===== src/rtl/irq_bank_pkg.sv =====
package irq_bank_pkg;

    localparam int NGRP       = 3;
    localparam int GRP_RX     = 0;
    localparam int GRP_TX     = 1;
    localparam int GRP_MISC   = 2;

    localparam int GRP_STRIDE = 8;
    localparam int OFF_CAUSE  = 0;
    localparam int OFF_CSET   = 1;
    localparam int OFF_MSET   = 2;
    localparam int OFF_MCLR   = 3;
    localparam int OFF_MASK   = 4;
    localparam int OFF_MODE   = 5;

    localparam int ADDR_SUM   = NGRP * GRP_STRIDE;
    localparam int ADDR_SMASK = ADDR_SUM + 1;

    // per-group access strobes produced by the address decoder
    typedef struct packed {
        logic cause_rd;
        logic cause_w1c;
        logic cause_set;
        logic mask_set;
        logic mask_clr;
        logic mode_wr;
    } grp_strb_t;

endpackage


===== src/rtl/irq_grp_regs.sv =====
module irq_grp_regs #(
    parameter int DW = 32
) (
    input  logic                    clk,
    input  logic                    rst_n,
    input  irq_bank_pkg::grp_strb_t strb_i,
    input  logic [DW-1:0]           wdata_i,
    input  logic [DW-1:0]           evt_i,
    output logic [DW-1:0]           cause_o,
    output logic [DW-1:0]           mask_o,
    output logic [DW-1:0]           mode_o,
    output logic                    any_o
);

    typedef struct packed {
        logic [DW-1:0] cause;
        logic [DW-1:0] mask;
        logic [DW-1:0] mode;
    } grp_state_t;

    grp_state_t    st_d, st_q;
    logic [DW-1:0] clr_bits;
    logic [DW-1:0] set_bits;

    always_comb begin
        st_d     = st_q;
        clr_bits = '0;
        // read clears the bits in clear-on-read mode
        if (strb_i.cause_rd) begin
            clr_bits = clr_bits | st_q.mode;
        end
        // write-one clears only the bits in write-1 mode
        if (strb_i.cause_w1c) begin
            clr_bits = clr_bits | (wdata_i & ~st_q.mode);
        end
        set_bits = evt_i;
        if (strb_i.cause_set) begin
            set_bits = set_bits | wdata_i;
        end
        // set sources are applied after the clear so an event wins
        st_d.cause = (st_q.cause & ~clr_bits) | set_bits;

        if (strb_i.mask_set) begin
            st_d.mask = st_d.mask | wdata_i;
        end
        if (strb_i.mask_clr) begin
            st_d.mask = st_d.mask & ~wdata_i;
        end
        if (strb_i.mode_wr) begin
            st_d.mode = wdata_i;
        end
    end

    always_ff @(posedge clk or negedge rst_n) begin
        if (!rst_n) begin
            st_q.cause <= '0;
            st_q.mask  <= '1;
            st_q.mode  <= '0;
        end else begin
            st_q <= st_d;
        end
    end

    assign cause_o = st_q.cause;
    assign mask_o  = st_q.mask;
    assign mode_o  = st_q.mode;
    assign any_o   = |(st_q.cause & ~st_q.mask);

endmodule


===== src/rtl/irq_bus_decode.sv =====
module irq_bus_decode #(
    parameter int AW   = 6,
    parameter int DW   = 32,
    parameter int NGRP = irq_bank_pkg::NGRP
) (
    input  logic [AW-1:0]           addr_i,
    input  logic                    wr_en_i,
    input  logic                    rd_en_i,
    input  logic [DW-1:0]           cause_i [NGRP],
    input  logic [DW-1:0]           mask_i  [NGRP],
    input  logic [DW-1:0]           mode_i  [NGRP],
    input  logic [NGRP-1:0]         sum_i,
    input  logic [DW-1:0]           smask_i,
    output irq_bank_pkg::grp_strb_t strb_o  [NGRP],
    output logic                    sum_rd_o,
    output logic                    smask_wr_o,
    output logic [DW-1:0]           rdata_o
);
    import irq_bank_pkg::*;

    localparam logic [AW-1:0] SUM_A   = AW'(ADDR_SUM);
    localparam logic [AW-1:0] SMASK_A = AW'(ADDR_SMASK);

    for (genvar g = 0; g < NGRP; g++) begin : g_strb
        localparam logic [AW-1:0] BASE = AW'(g * GRP_STRIDE);
        assign strb_o[g] = '{
            cause_rd:  rd_en_i && (addr_i == BASE + AW'(OFF_CAUSE)),
            cause_w1c: wr_en_i && (addr_i == BASE + AW'(OFF_CAUSE)),
            cause_set: wr_en_i && (addr_i == BASE + AW'(OFF_CSET)),
            mask_set:  wr_en_i && (addr_i == BASE + AW'(OFF_MSET)),
            mask_clr:  wr_en_i && (addr_i == BASE + AW'(OFF_MCLR)),
            mode_wr:   wr_en_i && (addr_i == BASE + AW'(OFF_MODE))
        };
    end

    assign sum_rd_o   = rd_en_i && (addr_i == SUM_A);
    assign smask_wr_o = wr_en_i && (addr_i == SMASK_A);

    always_comb begin
        rdata_o = '0;
        for (int g = 0; g < NGRP; g++) begin
            if (addr_i == AW'(g * GRP_STRIDE + OFF_CAUSE)) begin
                rdata_o = cause_i[g];
            end
            if (addr_i == AW'(g * GRP_STRIDE + OFF_MASK)) begin
                rdata_o = mask_i[g];
            end
            if (addr_i == AW'(g * GRP_STRIDE + OFF_MODE)) begin
                rdata_o = mode_i[g];
            end
        end
        if (addr_i == SUM_A) begin
            rdata_o = {{(DW-NGRP){1'b0}}, sum_i};
        end
        if (addr_i == SMASK_A) begin
            rdata_o = smask_i;
        end
    end

endmodule


===== src/rtl/irq_summary.sv =====
module irq_summary #(
    parameter int DW   = 32,
    parameter int NGRP = irq_bank_pkg::NGRP
) (
    input  logic            clk,
    input  logic            rst_n,
    input  logic [NGRP-1:0] any_i,
    input  logic            sum_rd_i,
    input  logic            smask_wr_i,
    input  logic [DW-1:0]   wdata_i,
    output logic [NGRP-1:0] sum_o,
    output logic [DW-1:0]   smask_o,
    output logic            irq_o
);

    typedef struct packed {
        logic [NGRP-1:0] sum;
        logic [DW-1:0]   smask;
    } sum_state_t;

    sum_state_t st_d, st_q;

    always_comb begin
        st_d = st_q;
        // sticky until read; a still-pending group re-latches at once
        st_d.sum = any_i | (st_q.sum & ~{NGRP{sum_rd_i}});
        if (smask_wr_i) begin
            st_d.smask = wdata_i;
        end
    end

    always_ff @(posedge clk or negedge rst_n) begin
        if (!rst_n) begin
            st_q.sum   <= '0;
            st_q.smask <= '1;
        end else begin
            st_q <= st_d;
        end
    end

    assign sum_o   = st_q.sum;
    assign smask_o = st_q.smask;
    assign irq_o   = |(st_q.sum & ~st_q.smask[NGRP-1:0]);

endmodule


===== src/rtl/irq_cause_bank.sv =====
module irq_cause_bank #(
    parameter int AW = 6,
    parameter int DW = 32
) (
    input  logic          clk,
    input  logic          rst_n,
    input  logic [AW-1:0] addr_i,
    input  logic          wr_en_i,
    input  logic          rd_en_i,
    input  logic [DW-1:0] wdata_i,
    output logic [DW-1:0] rdata_o,
    input  logic [DW-1:0] rx_evt_i,
    input  logic [DW-1:0] tx_evt_i,
    input  logic [DW-1:0] misc_evt_i,
    output logic          irq_o
);
    import irq_bank_pkg::*;

    logic [DW-1:0]   evt_w   [NGRP];
    logic [DW-1:0]   cause_w [NGRP];
    logic [DW-1:0]   mask_w  [NGRP];
    logic [DW-1:0]   mode_w  [NGRP];
    grp_strb_t       strb_w  [NGRP];
    logic [NGRP-1:0] any_w;
    logic [NGRP-1:0] sum_w;
    logic [DW-1:0]   smask_w;
    logic            sum_rd_w;
    logic            smask_wr_w;

    assign evt_w[GRP_RX]   = rx_evt_i;
    assign evt_w[GRP_TX]   = tx_evt_i;
    assign evt_w[GRP_MISC] = misc_evt_i;

    irq_bus_decode #(.AW(AW), .DW(DW), .NGRP(NGRP)) u_dec (
        .addr_i     (addr_i),
        .wr_en_i    (wr_en_i),
        .rd_en_i    (rd_en_i),
        .cause_i    (cause_w),
        .mask_i     (mask_w),
        .mode_i     (mode_w),
        .sum_i      (sum_w),
        .smask_i    (smask_w),
        .strb_o     (strb_w),
        .sum_rd_o   (sum_rd_w),
        .smask_wr_o (smask_wr_w),
        .rdata_o    (rdata_o)
    );

    for (genvar g = 0; g < NGRP; g++) begin : g_grp
        irq_grp_regs #(.DW(DW)) u_grp (
            .clk     (clk),
            .rst_n   (rst_n),
            .strb_i  (strb_w[g]),
            .wdata_i (wdata_i),
            .evt_i   (evt_w[g]),
            .cause_o (cause_w[g]),
            .mask_o  (mask_w[g]),
            .mode_o  (mode_w[g]),
            .any_o   (any_w[g])
        );
    end

    irq_summary #(.DW(DW), .NGRP(NGRP)) u_sum (
        .clk        (clk),
        .rst_n      (rst_n),
        .any_i      (any_w),
        .sum_rd_i   (sum_rd_w),
        .smask_wr_i (smask_wr_w),
        .wdata_i    (wdata_i),
        .sum_o      (sum_w),
        .smask_o    (smask_w),
        .irq_o      (irq_o)
    );

endmodule


===== config.mk =====
export PLATFORM = sky130hd
export DESIGN_NAME = irq_cause_bank
export DESIGN_NICKNAME = d
export VERILOG_FILES = /design/src/rtl/irq_bank_pkg.sv /design/src/rtl/irq_grp_regs.sv /design/src/rtl/irq_bus_decode.sv /design/src/rtl/irq_summary.sv /design/src/rtl/irq_cause_bank.sv
export SDC_FILE = /design/constraint.sdc
export NUM_CORES = 1
export LEC_CHECK = 0
export CORE_UTILIZATION = 35
export CTS_BUF_LIST = sky130_fd_sc_hd__clkbuf_2
export DETAILED_ROUTE_END_ITERATION = 16
export PLACE_DENSITY = 0.62
export REMOVE_ABC_BUFFERS = 1
export SETUP_SLACK_MARGIN = 0.2
export SLEW_MARGIN = 15
export SYNTH_ARGS = -nofsm -noshare
export SYNTH_HDL_FRONTEND = slang
export SYNTH_HIERARCHICAL = 1
export SYNTH_SLANG_ARGS = --single-unit

===== constraint.sdc =====
create_clock -name clk -period 2.5 [get_ports clk]
set_input_delay 0.5 -clock clk [delete_from_list [all_inputs] [get_ports clk]]
set_output_delay 0.5 -clock clk [all_outputs]
set_load 0.02 [all_outputs]

==> flow_summary.ini, run 1 <==
[timing]
clock.fmax_mhz = 322
drv_slew = 0
setup_viol_count_final = 32
relSlewSlack = 0.472
fin_crit_ns = 3.10
finalSetupTns_ns = -14.56
rsz0062_at_grt = true
hold_violations = 0
finalClockSkew_ns = 0.0762
period_share = 1.24
tightest_slew_ns = 0.785
fin_ws_ns = -0.602

[synthesis]
yosys.area.top_type_share = 0.278
netlist_instances = 1790
synth_warnings = 6
synth_area_leaders = dfrtp_1, dfstp_2, mux2_4
ys_async_sr_fraction = 1.00
ys_types = 60
ys_seq_area_frac = 0.469
synth_top_flop_cell = dfrtp_1
synth_area_per_cell_um2 = 9.81
syn_area_um2 = 17600
synth-edff-count = 0
yosys.area.top_type = dfrtp_1
ys_ff_latch = 323

[drt]
avgRoutedWirePerCell_um = 23.8
final_antenna_net_count = 0
wirelength_mm = 70.4
drc = 0
vias = 16900
dr.first_iter.drc_count = 1674
firstDrtPassIters = 6
vias_per_cell = 5.72

[job]
maxCapViolCount = 0

[clocking]
root_buffer = clkbuf_2
clock-sinks = 323
path_clk_slew_ns = 0.09
clock_path_buffers = 3
clk_latency_ns = 0.99
h-tree-depth = 3
cts_buffers = 88
tritoncts = yes

[floorplan]
placeableCoreArea_um2 = 49300
io_pins = 171
rows = 81
chipHeight_um = 226
die_w_um = 226
start_util = 0.357
dieArea_um2 = 51100

[grt]
grt_pass1_vias = 16900
grt_pass1_wl_mm = 105
grt_max_degree = 92
antenna_found_initial = 2
grtUsageTotal = 0.275
grt_overflow = 0

[cells_and_area]
area_delta_synth_final_pct = 35.5
drive_above_1_share = 0.370
stdcell_count = 2961
mostFrequentLayoutCells = a21oi_1, nand2_1, dfrtp_1
final_area_um2 = 23800
nFillCells = 4637
finalNetCount = 2361
final_common_cell = a21oi_1

[status]
violations = setup timing
status = complete, but fails checks

[placement]
portBuffers = 170
place_inst = 2715
routabilityCongestion = 0.950
hpwlAfterDp_mm = 48.5
placed_area_um2 = 21400

[pwr]
cellLeakagePower_nw = 10.2
power.share.sequential = 0.514
ir_worst_vdd_v = 0.000236
power.switching_w = 0.00378
p_int_w = 0.00867
p_clk_frac = 0.326
p_comb_frac = 0.160
power_w = 0.0125
switching_share = 0.304
p_per_area_nw_per_um2 = 523

[setup_path]
worst_setup_path_start_kind = register
cp.required_ns = 2.00
arrival_ns = 2.60
end_kind = primary output
cp_max_fo = 2
crit_family = flip-flops
worstPathCellList = mux2_4, o22ai_2, or3_1, o221ai_2, buf_4, buf_6
worstSetupPathType = reg -> out
critPathMaxStageDelay_ns = 0.54
r2r_slack_ns = 0.53
crit_slowest_cell = dfstp_2
path_buf_inv = 2

[worst_hold_path]
worstHoldPathType = in -> reg
path summary, 6_finish.rpt:
| kind | depth (start not counted) | startpoint | to |
|---|---|---|---|
| worst max-delay path | 6 | g_grp[1].u_grp/mask_o[2] | rdata_o[2] |
| worst min register to register | 1 | u_sum/sum_o[1] | u_sum/sum_o[1] |
| worst max register to register | 4 | g_grp[2].u_grp/mask_o[28] | u_sum/sum_o[2] |
| max in group asynchronous | 4 | rst_n | g_grp[2].u_grp/cause_o[26] |
| worst min-delay path | 3 | tx_evt_i[28] | g_grp[1].u_grp/cause_o[28] |
| min in group asynchronous | 3 | rst_n | u_sum/smask_o[28] |
per-layer routing:
metal,vias to the layer above,wire length [um],track usage
met3,169,6630,0.0622
met4,2,2890,0.126
met1,8399,29400,0.368
met5,-,13,0
met2,936,31500,0.420
li1,7429,-,-
power groups by stage:
| stage | Combinational, W | Clock (W) | Sequential (W) |
|---|---|---|---|
| 2_1_floorplan | 0.000869 | 0 | 0.00632 |
| 3_3_place_gp | 0.00173 | 0 | 0.00645 |
| 3_5_place_dp | 0.00176 | 0 | 0.00646 |
| 4_1_cts | 0.00194 | 0.00414 | 0.00637 |
| 5_1_grt | 0.00213 | 0.00440 | 0.00647 |
| 6_report | 0.00200 | 0.00406 | 0.00640 |
Yosys cell counts (all sizes together), types with 21 or more instances:
cell type and instances:
a221oi 41, inv 101, buf 87, or3 22, mux2 145, a21oi 308, dfstp 128, nor2 55
dfrtp 195, nand2 230, a22oi 21, o22ai 77, o21ai 223
registers in the layout, summed over array words and instances, names as in the netlist:
register,count
g_grp.u_grp/cause_o,96
u_sum/sum_o,3
u_sum/smask_o,32
g_grp.u_grp/mask_o,96
g_grp.u_grp/mode_o,96
metrics by stage:
step | hold WS, ns | worst slack, ns | util
2_1_floorplan | 0.204 | -0.633 | -
3_3_place_gp | 0.355 | -1.44 | 0.435
3_5_place_dp | 0.354 | -1.45 | 0.435
4_1_cts | 0.00227 | -0.673 | 0.476
5_1_grt | 0.0394 | -0.705 | 0.483
6_report | 0.0872 | -0.602 | 0.483
area by class of cell:
type / instances / area, um2 / area share
inverters: 101 / 379 / 0.0159
clock buffers: 139 / 696 / 0.0292
flip-flops and latches: 323 / 8240 / 0.346
clock inverters: 24 / 150 / 0.00631
multi-input cells: 1259 / 8750 / 0.368
repair buffers: 450 / 4750 / 0.199
diodes: 1 / 2.50 / 0.000105
well taps: 664 / 831 / 0.0349
what timing repair did:
| item | CTS | global route |
|---|---|---|
| setup endpoints to repair | 33 | 33 |
| resized for setup | 301 | 43 |
| setup buffers | 59 | 14 |
| hold buffers | 6 | 0 |
| pin swaps | 95 | 65 |
| hold endpoints to repair | 279 | 0 |
| cloned | 3 | 0 |
tightest hold or removal path: cells and delay by family:
family	cells	cell delay [ns]
AOI/OAI and AO/OA	2	0.11
buffers and inverters	1	0.46
logic make-up (layout without fill, tap and decap cells):
family | after synthesis | count (layout) | synth area share
simple gates | 377 | 377 | 0.101
other cells | 0 | 1 | 0
buf+inv | 208 | 714 | 0.0671
mux | 155 | 155 | 0.125
flops | 323 | 323 | 0.469
compound gates | 727 | 727 | 0.238
Power figures use the tool's default switching activity.
==> run 2: changes to the inputs <==
--- a/config.mk
+++ b/config.mk
@@ -8,11 +8,10 @@
 export CORE_UTILIZATION = 35
 export CTS_BUF_LIST = sky130_fd_sc_hd__clkbuf_2
 export DETAILED_ROUTE_END_ITERATION = 16
-export PLACE_DENSITY = 0.62
+export PLACE_DENSITY = 0.61
 export REMOVE_ABC_BUFFERS = 1
 export SETUP_SLACK_MARGIN = 0.2
-export SLEW_MARGIN = 15
+export SLEW_MARGIN = 20
 export SYNTH_ARGS = -nofsm -noshare
 export SYNTH_HDL_FRONTEND = slang
-export SYNTH_HIERARCHICAL = 1
 export SYNTH_SLANG_ARGS = --single-unit
==> constraint.sdc (replaced) <==
create_clock -name clk -period 3.8 [get_ports clk]
set_input_delay 0.76 -clock clk [delete_from_list [all_inputs] [get_ports clk]]
set_output_delay 0.76 -clock clk [all_outputs]
set_load 0.02 [all_outputs]
==> run 2 against run 1 <==
Combinational power fell by 50%; critical endpoint is now rdata_o[9]; via count decreased by 7.7%; count of clock-buffer cells in the layout rose by 7; the flow now finishes without violations; critical path type is now in -> out.
==> flow_summary.ini, run 2 <==
[status]
status = finished, final reports clean

[timing]
rsz0062_at_grt = false
period_share = 0.945
fin_crit_ns = 3.59
drv_slew = 0
tightest_slew_ns = 0.859
relSlewSlack = 0.427
finalClockSkew_ns = 0.0721
holdWs_ns = 0.319
hold_violations = 0
clock.fmax_mhz = 278
setup_viol_count_final = 0

[cells_and_area]
fin_util = 0.449
nFillCells = 4515
finalNetCount = 2105
final_common_cell = a21oi_1
final_area_um2 = 20900
drive_above_1_share = 0.306
stdcell_count = 2650
mostFrequentLayoutCells = a21oi_1, nand2_1, dfrtp_1
area_delta_synth_final_pct = 26.2

[synthesis]
syn_area_um2 = 16500
ys_seq_area_frac = 0.498
yosys.area.top_type = dfrtp_1
synth.most_common_cell = a21oi_1
ys_ff_latch = 323
synth_top_flop_cell = dfrtp_1
synth_area_per_cell_um2 = 9.66
netlist_top_cells_count = a21oi_1, nand2_1, dfrtp_1
synth-edff-count = 0
ys_types = 52
yosys.area.top_type_share = 0.295
synth_area_leaders = dfrtp_1, dfstp_2, mux2_2
synth_warnings = 0
ys_async_sr_fraction = 1.00
netlist_instances = 1713

[floorplan]
die_w_um = 219
placeableCoreArea_um2 = 46600
chipHeight_um = 219
io_pins = 171
dieArea_um2 = 48100
start_util = 0.355
rows = 79

[pwr]
p_per_area_nw_per_um2 = 375
power.share.sequential = 0.539
p_comb_frac = 0.127
power_w = 0.00783
ir_worst_vdd_v = 0.000177
switching_share = 0.309
cellLeakagePower_nw = 8.80
p_int_w = 0.00541
p_clk_frac = 0.333
power.switching_w = 0.00242

[grt]
grt_pass1_vias = 15700
grt_max_degree = 102
antenna_found_initial = 2
grt_pass1_wl_mm = 98.7
grt_overflow = 0
grtUsageTotal = 0.276

[setup_path]
cp.required_ns = 3.04
r2r-end = u_sum.sum_o[2]
path_buf_inv = 6
end_kind = primary output
worstSetupPathType = in -> out
cp_max_fo = 7
worst-r2r-cell-count = 4
crit_family = buffers and inverters
r2r_slack_ns = 1.94
arrival_ns = 2.83
crit_top_cell = buf_6
critPathMaxStageDelay_ns = 0.57
crit_slowest_cell = or4_4
worst_setup_path_start_kind = input pin
worstPathCellList = buf_2, or4_4, buf_6, nor2_4, buf_12, buf_8, buf_4, a222oi_1, o211a_1, o21ai_4, buf_6

[drt]
firstDrtPassIters = 8
vias = 15600
final_antenna_net_count = 0
dr.first_iter.drc_count = 1706
wirelength_mm = 65.8
avgRoutedWirePerCell_um = 24.8
vias_per_cell = 5.90
drc = 0

[placement]
portBuffers = 170
placed_area_um2 = 19700
hpwlAfterDp_mm = 43.1
routabilityCongestion = 0.900
place_inst = 2461

[clocking]
h-tree-depth = 3
root_buffer = clkbuf_2
clock_path_buffers = 3
clk_latency_ns = 1.02
tritoncts = yes
path_clk_slew_ns = 0.11
cts_buffers = 92
clock-sinks = 323

[job]
maxCapViolCount = 0

[worst_hold_path]
worstHoldPathType = in -> reg
min_delay_path_depth = 3
min_from = misc_evt_i[30]
whs_endpoint = g_grp[2].u_grp.cause_o[30]
[run 2: cell types whose count changed in the layout (fill, tap and decap cells not counted), sizes merged, moves of 23 or more]
cell    previous run  this run
a221o              4        40
o22ai             77        41
a222oi             7        30
o211a              1        24
nor3b              0        32
a21oi            308       256
o21ai            223       146
buf              314       160
[run 2: worst register-to-register path: cells and delay by family (launching register included)]
family	cells	cell delay, ns
AND/OR/NAND/NOR	3	0.99
flip-flops	1	0.56
AO/OA/AOI/OAI	1	0.18
[run 2: metal layers]
layer / share of wire / vias to the layer above / GRT usage
li1: - / 6862 / -
met1: 0.42 / 7704 / 0.380
met2: 0.45 / 897 / 0.424
met3: 0.10 / 165 / 0.0557
met4: 0.038 / 2 / 0.111
met5: 0.00017 / - / 0
[run 2: stage by stage]
| stage | setup slack, ns | setup TNS [ns] |
|---|---|---|
| 4_1_cts | 0.200 | 0 |
| 5_1_grt | 0.192 | 0 |
| 3_5_place_dp | -0.666 | -13.88 |
| 6_report | 0.207 | 0 |
| 3_3_place_gp | -0.663 | -13.56 |
| 2_1_floorplan | -0.748 | -68.05 |
[run 2: cell type report]
cell class,count,area [um2],share of cell area
diodes,1,2.50,0.000120
clock buffers,146,731,0.0350
clock inverters,23,100,0.00479
inverters,99,372,0.0178
multi-input cells,1151,7560,0.362
flip-flops and latches,323,8240,0.395
well taps,607,759,0.0364
repair buffers,300,3110,0.149
[run 2: logic make-up after synthesis]
kind of cell	synth area share
buf+inv	0.0568
simple gates	0.100
compound gates	0.257
mux	0.0877
flops	0.498
[run 2: how the worst max path moves through the flow]
stage | startpoint | endpoint | slack, ns | cells after the start
6_report | addr_i[0] | rdata_o[9] | 0.21 | 11
4_1_cts | addr_i[0] | rdata_o[9] | 0.20 | 11
3_5_place_dp | addr_i[1] | rdata_o[9] | -0.67 | 8
3_3_place_gp | addr_i[1] | rdata_o[9] | -0.66 | 8
2_1_floorplan | addr_i[5] | u_sum.smask_o[0] | -0.75 | 4
5_1_grt | addr_i[0] | rdata_o[9] | 0.19 | 11
[run 2: power groups by stage]
stage,sequential (W),combinational (W),clock [W]
global placement,0.00425,0.000954,0
CTS,0.00421,0.000998,0.00265
detailed placement,0.00427,0.000978,0
global route,0.00427,0.00109,0.00283
finish,0.00422,0.000998,0.00261
floorplan,0.00416,0.000459,0
[run 2: what timing repair did]
item,CTS,global route
hold buffers,1,0
hold endpoints to repair,60,0
gates cloned,5,0
resized for setup,214,9
setup endpoints to repair,32,14
setup buffers,13,0
pin swaps,15,4
